$ cat src/rtl/dit_pkg.sv
`timescale 1ns/1ps
package dit_pkg;
  localparam int BYTE_W = 8;
  localparam int CNT_W  = 2 * BYTE_W;
  localparam int IDX_W  = 4;

  localparam logic [IDX_W-1:0] IDX_T1_CNT_LO = 4'd4;
  localparam logic [IDX_W-1:0] IDX_T1_CNT_HI = 4'd5;
  localparam logic [IDX_W-1:0] IDX_T1_LAT_LO = 4'd6;
  localparam logic [IDX_W-1:0] IDX_T1_LAT_HI = 4'd7;
  localparam logic [IDX_W-1:0] IDX_T2_LO     = 4'd8;
  localparam logic [IDX_W-1:0] IDX_T2_HI     = 4'd9;

  localparam logic [1:0] MODE_FREE_RUN = 2'b01;
endpackage

$ cat src/rtl/dit_tick_gen.sv
`timescale 1ns/1ps
module dit_tick_gen #(
  parameter int DIV_W = 8
) (
  input  logic             clk,
  input  logic             rst_n,
  input  logic [DIV_W-1:0] div_ratio,
  output logic             tick
);
  localparam logic [DIV_W-1:0] ONE = DIV_W'(1);

  logic [DIV_W-1:0] cnt_q, cnt_d;

  assign tick = (cnt_q >= div_ratio);

  always_comb begin
    cnt_d = tick ? '0 : cnt_q + ONE;
  end

  always_ff @(posedge clk or negedge rst_n) begin
    if (!rst_n) cnt_q <= '0;
    else        cnt_q <= cnt_d;
  end

  // after a tick the phase counter restarts from zero
  assert_tick_restart_R1: assert property (@(posedge clk) disable iff (!rst_n)
    tick |=> (cnt_q == '0));
endmodule

$ cat src/rtl/dit_t1_core.sv
`timescale 1ns/1ps
module dit_t1_core
  import dit_pkg::*;
(
  input  logic              clk,
  input  logic              rst_n,
  input  logic              tick,
  input  logic              free_run,
  input  logic              wr,
  input  logic              rd,
  input  logic [IDX_W-1:0]  idx,
  input  logic [BYTE_W-1:0] wdata,
  output logic [CNT_W-1:0]  cnt_o,
  output logic [CNT_W-1:0]  latch_o,
  output logic              set_o,
  output logic              clr_o
);
  localparam logic [CNT_W-1:0] ONES = '1;
  localparam logic [CNT_W-1:0] ONE  = CNT_W'(1);

  logic [CNT_W-1:0] cnt_q, cnt_d, latch_q, latch_d;
  logic             uf_q, uf_d, set_q, set_d;
  logic             wr_lat_lo, wr_lat_hi, wr_load;

  assign wr_lat_lo = wr && (idx == IDX_T1_CNT_LO || idx == IDX_T1_LAT_LO);
  assign wr_lat_hi = wr && (idx == IDX_T1_LAT_HI);
  assign wr_load   = wr && (idx == IDX_T1_CNT_HI);

  always_comb begin
    latch_d = latch_q;
    if (wr_lat_lo)             latch_d[BYTE_W-1:0]     = wdata;
    if (wr_lat_hi || wr_load)  latch_d[CNT_W-1:BYTE_W] = wdata;
  end

  always_comb begin
    cnt_d = cnt_q;
    uf_d  = uf_q;
    set_d = 1'b0;
    if (wr_load) begin
      cnt_d = {wdata, latch_q[BYTE_W-1:0]};
      uf_d  = 1'b0;
    end else if (tick) begin
      if (uf_q) begin
        cnt_d = latch_q;
        uf_d  = 1'b0;
      end else begin
        cnt_d = cnt_q - ONE;
        uf_d  = (cnt_q == '0);
      end
      set_d = free_run && (cnt_d == '0);
    end
  end

  always_ff @(posedge clk or negedge rst_n) begin
    if (!rst_n) begin
      cnt_q   <= ONES;
      latch_q <= ONES;
      uf_q    <= 1'b0;
      set_q   <= 1'b0;
    end else begin
      cnt_q   <= cnt_d;
      latch_q <= latch_d;
      uf_q    <= uf_d;
      set_q   <= set_d;
    end
  end

  assign cnt_o   = cnt_q;
  assign latch_o = latch_q;
  assign set_o   = set_q;
  assign clr_o   = wr_load || wr_lat_hi || (rd && idx == IDX_T1_CNT_LO);

  // a load write places {data, latch low} into the counter
  assert_t1_load_R3: assert property (@(posedge clk) disable iff (!rst_n)
    wr_load |=> (cnt_q == {$past(wdata), $past(latch_q[BYTE_W-1:0])}));
  // counting down from zero lands on all-ones with the reload pending
  assert_t1_wrap_R4: assert property (@(posedge clk) disable iff (!rst_n)
    (tick && !wr_load && !uf_q && cnt_q == '0) |=> (cnt_q == ONES && uf_q));
  // the tick after the wrap reloads the latch
  assert_t1_reload_R4: assert property (@(posedge clk) disable iff (!rst_n)
    (tick && !wr_load && uf_q) |=> (cnt_q == $past(latch_q)));
  // a set pulse only with a zero counter and the free-running mode
  assert_t1_set_mode_R5: assert property (@(posedge clk) disable iff (!rst_n)
    set_q |-> (cnt_q == '0 && $past(free_run)));
endmodule

$ cat src/rtl/dit_t2_core.sv
`timescale 1ns/1ps
module dit_t2_core
  import dit_pkg::*;
(
  input  logic              clk,
  input  logic              rst_n,
  input  logic              tick,
  input  logic              wr,
  input  logic              rd,
  input  logic [IDX_W-1:0]  idx,
  input  logic [BYTE_W-1:0] wdata,
  output logic [CNT_W-1:0]  cnt_o,
  output logic              set_o,
  output logic              clr_o
);
  localparam logic [CNT_W-1:0] ONES = '1;
  localparam logic [CNT_W-1:0] ONE  = CNT_W'(1);

  logic [CNT_W-1:0]  cnt_q, cnt_d;
  logic [BYTE_W-1:0] lat_q, lat_d;
  logic              armed_q, armed_d, set_q, set_d;
  logic              wr_lo, wr_hi;

  assign wr_lo = wr && (idx == IDX_T2_LO);
  assign wr_hi = wr && (idx == IDX_T2_HI);

  always_comb begin
    cnt_d   = cnt_q;
    lat_d   = lat_q;
    armed_d = armed_q;
    set_d   = 1'b0;
    if (wr_lo) begin
      lat_d   = wdata;
      cnt_d   = {{BYTE_W{1'b0}}, wdata};
      armed_d = 1'b1;
    end else if (wr_hi) begin
      cnt_d   = {wdata, lat_q};
      armed_d = 1'b1;
    end else if (tick) begin
      cnt_d = cnt_q - ONE;
      if (armed_q && cnt_q == ONE) begin
        set_d   = 1'b1;
        armed_d = 1'b0;
      end
    end
  end

  always_ff @(posedge clk or negedge rst_n) begin
    if (!rst_n) begin
      cnt_q   <= ONES;
      lat_q   <= '0;
      armed_q <= 1'b0;
      set_q   <= 1'b0;
    end else begin
      cnt_q   <= cnt_d;
      lat_q   <= lat_d;
      armed_q <= armed_d;
      set_q   <= set_d;
    end
  end

  assign cnt_o = cnt_q;
  assign set_o = set_q;
  assign clr_o = rd && (idx == IDX_T2_LO);

  // the pulse coincides with a zero counter and consumes the arming
  assert_t2_once_R8: assert property (@(posedge clk) disable iff (!rst_n)
    set_q |-> (cnt_q == '0 && !armed_q));
  // any load arms the one-shot event
  assert_t2_arm_R7: assert property (@(posedge clk) disable iff (!rst_n)
    (wr_lo || wr_hi) |=> armed_q);
endmodule

$ cat src/rtl/dual_interval_timer.sv
`timescale 1ns/1ps
module dual_interval_timer
  import dit_pkg::*;
#(
  parameter int DIV_W = 8
) (
  input  logic              clk,
  input  logic              rst_n,
  input  logic [DIV_W-1:0]  div_ratio,
  input  logic [1:0]        aux_mode,
  input  logic              acc_wr,
  input  logic              acc_rd,
  input  logic [IDX_W-1:0]  acc_idx,
  input  logic [BYTE_W-1:0] acc_wdata,
  output logic [BYTE_W-1:0] acc_rdata,
  output logic              t1_set,
  output logic              t1_clr,
  output logic              t2_set,
  output logic              t2_clr
);
  logic             rst_meta_q, rst_sync_q;
  logic             tick;
  logic [CNT_W-1:0] t1_cnt, t1_lat, t2_cnt;

  always_ff @(posedge clk or negedge rst_n) begin
    if (!rst_n) begin
      rst_meta_q <= 1'b0;
      rst_sync_q <= 1'b0;
    end else begin
      rst_meta_q <= 1'b1;
      rst_sync_q <= rst_meta_q;
    end
  end

  dit_tick_gen #(.DIV_W(DIV_W)) u_tick (
    .clk(clk), .rst_n(rst_sync_q), .div_ratio(div_ratio), .tick(tick)
  );

  dit_t1_core u_t1 (
    .clk(clk), .rst_n(rst_sync_q), .tick(tick),
    .free_run(aux_mode == MODE_FREE_RUN),
    .wr(acc_wr), .rd(acc_rd), .idx(acc_idx), .wdata(acc_wdata),
    .cnt_o(t1_cnt), .latch_o(t1_lat), .set_o(t1_set), .clr_o(t1_clr)
  );

  dit_t2_core u_t2 (
    .clk(clk), .rst_n(rst_sync_q), .tick(tick),
    .wr(acc_wr), .rd(acc_rd), .idx(acc_idx), .wdata(acc_wdata),
    .cnt_o(t2_cnt), .set_o(t2_set), .clr_o(t2_clr)
  );

  always_comb begin
    case (acc_idx)
      IDX_T1_CNT_LO: acc_rdata = t1_cnt[BYTE_W-1:0];
      IDX_T1_CNT_HI: acc_rdata = t1_cnt[CNT_W-1:BYTE_W];
      IDX_T1_LAT_LO: acc_rdata = t1_lat[BYTE_W-1:0];
      IDX_T1_LAT_HI: acc_rdata = t1_lat[CNT_W-1:BYTE_W];
      IDX_T2_LO:     acc_rdata = t2_cnt[BYTE_W-1:0];
      IDX_T2_HI:     acc_rdata = t2_cnt[CNT_W-1:BYTE_W];
      default:       acc_rdata = '0;
    endcase
  end
endmodule

$ cat config.mk
export PLATFORM = sky130hd
export DESIGN_NAME = dual_interval_timer
export DESIGN_NICKNAME = d
export VERILOG_FILES = /design/src/rtl/dit_pkg.sv /design/src/rtl/dit_tick_gen.sv /design/src/rtl/dit_t1_core.sv /design/src/rtl/dit_t2_core.sv /design/src/rtl/dual_interval_timer.sv
export SDC_FILE = /design/constraint.sdc
export NUM_CORES = 1
export LEC_CHECK = 0
export BUFFER_PORTS_ARGS = -buffer_cell sky130_fd_sc_hd__buf_2
export CAP_MARGIN = 10
export CORE_ASPECT_RATIO = 0.75
export CORE_MARGIN = 2
export CORE_UTILIZATION = 25
export CTS_BUF_LIST = sky130_fd_sc_hd__clkbuf_2
export DETAILED_ROUTE_END_ITERATION = 10
export HOLD_SLACK_MARGIN = 0.12
export SYNTH_ARGS = -nofsm -noshare
export SYNTH_HDL_FRONTEND = slang
export SYNTH_SLANG_ARGS = --single-unit
$ cat constraint.sdc
create_clock -name clk -period 2.43 [get_ports clk]
set_input_delay 0.3645 -clock clk [delete_from_list [all_inputs] [get_ports clk]]
set_output_delay 0.3645 -clock clk [all_outputs]
set_load 0.05 [all_outputs]
==> metrics.csv <==
stage,metric,value,unit
power,sw power,2.34,mW
routing,total number of vias,4171,
power,Pwr Density,983,nW/µm²
yosys,"count leader, synth",nand2_1,
timing,RSZ-0062 raised after global routing,false,
yosys,cell taking the most area after synthesis,dfstp_2,
critical_path,CP Capture Type,output pin,
routing,Detail Route Antenna Nets,0,
timing,Pins Over Slew Limit,0,
power,Int Power,3.09,mW
layout,Syn-to-layout area delta,17.0,%
timing,WHS,0.305,ns
critical_path,cells on worst reg2reg path,8,
timing,# setup viols final,0,
yosys,synth unique cells,70,
yosys,synthesized area per cell,9.20,µm²
critical_path,critical path class,flip-flop to output pin,
layout,share of cells above drive strength 1,31.2,%
clock_network,Worst-path clk slew,0.22,ns
placed_design,Inst Count DP,794,
yosys,Ys Warns,0,
floorplan,I/O pin cnt,38,
routing,DRT Pass-1 Iters,5,
yosys,"top cells by area, synth","dfstp_2, dfrtp_1, nand2_1, nor2_1, mux2_2",
floorplan,Die Height,123,µm
power,sequential share of power,44.7,%
floorplan,die area,20000,µm²
placed_design,"Cell Area, Placed",5260,µm²
placed_design,DP Wirelength,10300,µm
clock_network,Clock Path Buffers,2,
global_routing,global-route usage over all layers,14.3,%
yosys,Post-synth top cells,"nand2_1, nor2_1, dfstp_2",
routing,Detailed Route WL,13900,µm
yosys,Mapped Cells,513,
run_status,status,"complete, no violations",
yosys,Post-Syn Nets,551,
yosys,post-synthesis sequential area ratio,38.4,%
timing,Period minus WS final,2.36,ns
placed_design,GP Congestion,0.884,
layout,Fillers,1979,
power,Design Power,5.42,mW
routing,drt drc,0,
global_routing,largest net degree at the start of global routing,41,
global_routing,grt ovf,0,
routing,Vias/cell,5.07,
clock_network,CTS tree,yes,
floorplan,chip width,163,µm
power,Comb power frac,42.4,%
layout,fin cells,822,
clock_network,Root Buffer,clkbuf_2,
routing,initial DRC count,354,
yosys,asr flop ratio synth,100,%
power,peak supply drop,0.261,mV
timing,Slew Limit Headroom,56.4,%
critical_path,data required time at the worst endpoint,2.07,ns
timing,final number of hold-violating endpoints,0,
yosys,Synth top area share,26.7,%
floorplan,Core ar.,18500,µm²
run,max-cap viol count,0,
yosys,ys flop type,dfstp_2,
clock_network,clock insertion delay at the later pin of the skew report,0.55,ns
hold_path,Worst Hold Class,flip-flop to asynchronous set/reset pin,
critical_path,register-to-register setup slack,0.14,ns
placed_design,Port Buffer Count,37,
power,Leak Pwr,2.27,nW
yosys,#FFs+latches synth,70,
timing,Slew @ Worst Pin,0.654,ns
yosys,Synth Cell Area,4720,µm²
timing,Sum Neg Setup Slack,0,ns
global_routing,initial antenna violation count,0,
critical_path,critical path startpoint category,flip-flop,
clock_network,Num CTS Buffers,9,
floorplan,Row Count,43,
layout,Final nets,607,
global_routing,vias in the first global route,3925,
timing,fin crit share,97.2,%
timing,Max Fclk,0.423,GHz
critical_path,crit-path max FO,9,
clock_network,clock sink total,70,
critical_path,"Data arrival, critical path",2.00,ns
power,Clock power frac,12.9,%
routing,wire length per cell,16.9,µm
yosys,"EDFF count, synth",0,
floorplan,Initial Utilization,25.5,%
clock_network,number of H-tree levels,3,
layout,Final Instance Area,5520,µm²
power,switch share,43.1,%
timing,Final Skew,0.0376,ns
global_routing,first-pass GRT wire length,22200,µm
worst max-delay path, cell delays in order, from the launching register on:
cell and delay (ns):
dfstp_2 0.73, mux4_2 0.28, nand2_1 0.07, o21ai_1 0.08
buf_2 0.28
timing repair:
item | in CTS | in global routing
hold buffers | 10 | 0
setup buffers | 0 | 1
endpoints found under the hold margin | 31 | 0
endpoints found under the setup margin | 0 | 7
gates resized for setup | 0 | 11
per-stage QoR:
stage / utilization [%] / setup slack, ns
floorplan: - / 0.183
global placement: 28.4 / 0.112
detailed placement: 28.4 / 0.108
CTS: 29.6 / 0.0227
global route: 29.8 / 0.00166
finish: 29.8 / 0.0685
area by class of cell:
cell class              count  area, µm²  share of cell area (%)
multi-input cells         394       2660                    48.3
flip-flops and latches     70       1810                    32.8
repair buffers             76        551                    9.97
well taps                 247        309                    5.60
inverters                  18       67.6                    1.22
clock inverters             6       63.8                    1.16
clock buffers              10       50.0                   0.907
diodes                      1       2.50                  0.0453
routing by layer:
layer / up-vias / routed length, µm / share of wire [%] / GRT usage (%)
li1: 1986 / - / - / -
met1: 2046 / 6940 / 50 / 21.5
met2: 122 / 5960 / 43 / 20.9
met3: 17 / 786 / 5.7 / 2.92
met4: 0 / 171 / 1.2 / 3.54
met5: - / 0 / 0 / 0
kinds of logic (layout without fill, tap and decap cells):
logic type / count (synthesis) / count (layout) / synth area share [%]
simple gates: 203 / 203 / 22.7
compound gates: 126 / 126 / 18.3
flops: 70 / 70 / 38.4
buf+inv: 49 / 110 / 5.67
mux: 29 / 29 / 7.45
xor+xnor: 23 / 23 / 4.27
fa+ha+maj: 12 / 12 / 3.18
other cells: 1 / 2 / 0.0795
placed cells by master (no fill, tap or decap), types with 10 or more instances in the layout:
cell,count
nor3_1,12
xnor2_1,10
o21ai_0,11
nand3_1,29
ha_1,11
mux2i_1,10
a21oi_1,30
inv_1,17
nand2_1,60
o21ai_1,10
buf_2,33
dfstp_2,48
nor2_1,51
dlygate4sd3_1,10
buf_4,26
a31oi_1,14
dfrtp_1,21
mux2_2,16
clkbuf_2,10
xor2_1,13
power groups by stage:
stage	Sequential (mW)	Clock, mW	Combinational (mW)
floorplan	2.16	0	1.81
global placement	2.42	0	2.18
detailed placement	2.41	0	2.20
CTS	2.40	0.730	2.22
global route	2.48	0.773	2.53
finish	2.42	0.701	2.30
sequential cells by signal (all words and copies together), names as in the netlist:
name	cells
u_tick.cnt_q	8
u_t2.cnt_o	16
u_t1.uf_q	1
u_t2.armed_q	1
rst_meta_q	1
u_t2.lat_q	8
u_t1.latch_o	16
u_t1.set_o	1
u_t1.cnt_o	16
u_t2.set_o	1
rst_sync_q	1
path summary, 6_finish.rpt:
path,startpoint,endpoint
setup / recovery,u_t1.cnt_o[7],acc_rdata[7]
hold / removal,rst_sync_q,u_t1.uf_q
setup reg to reg,u_t1.cnt_o[1],u_t1.set_o
hold reg to reg,rst_sync_q,u_t1.uf_q
max in group asynchronous,rst_sync_q,u_t2.cnt_o[4]
min in group clk,aux_mode[1],u_t1.set_o
Note: power is estimated with default switching activity, not from simulation.
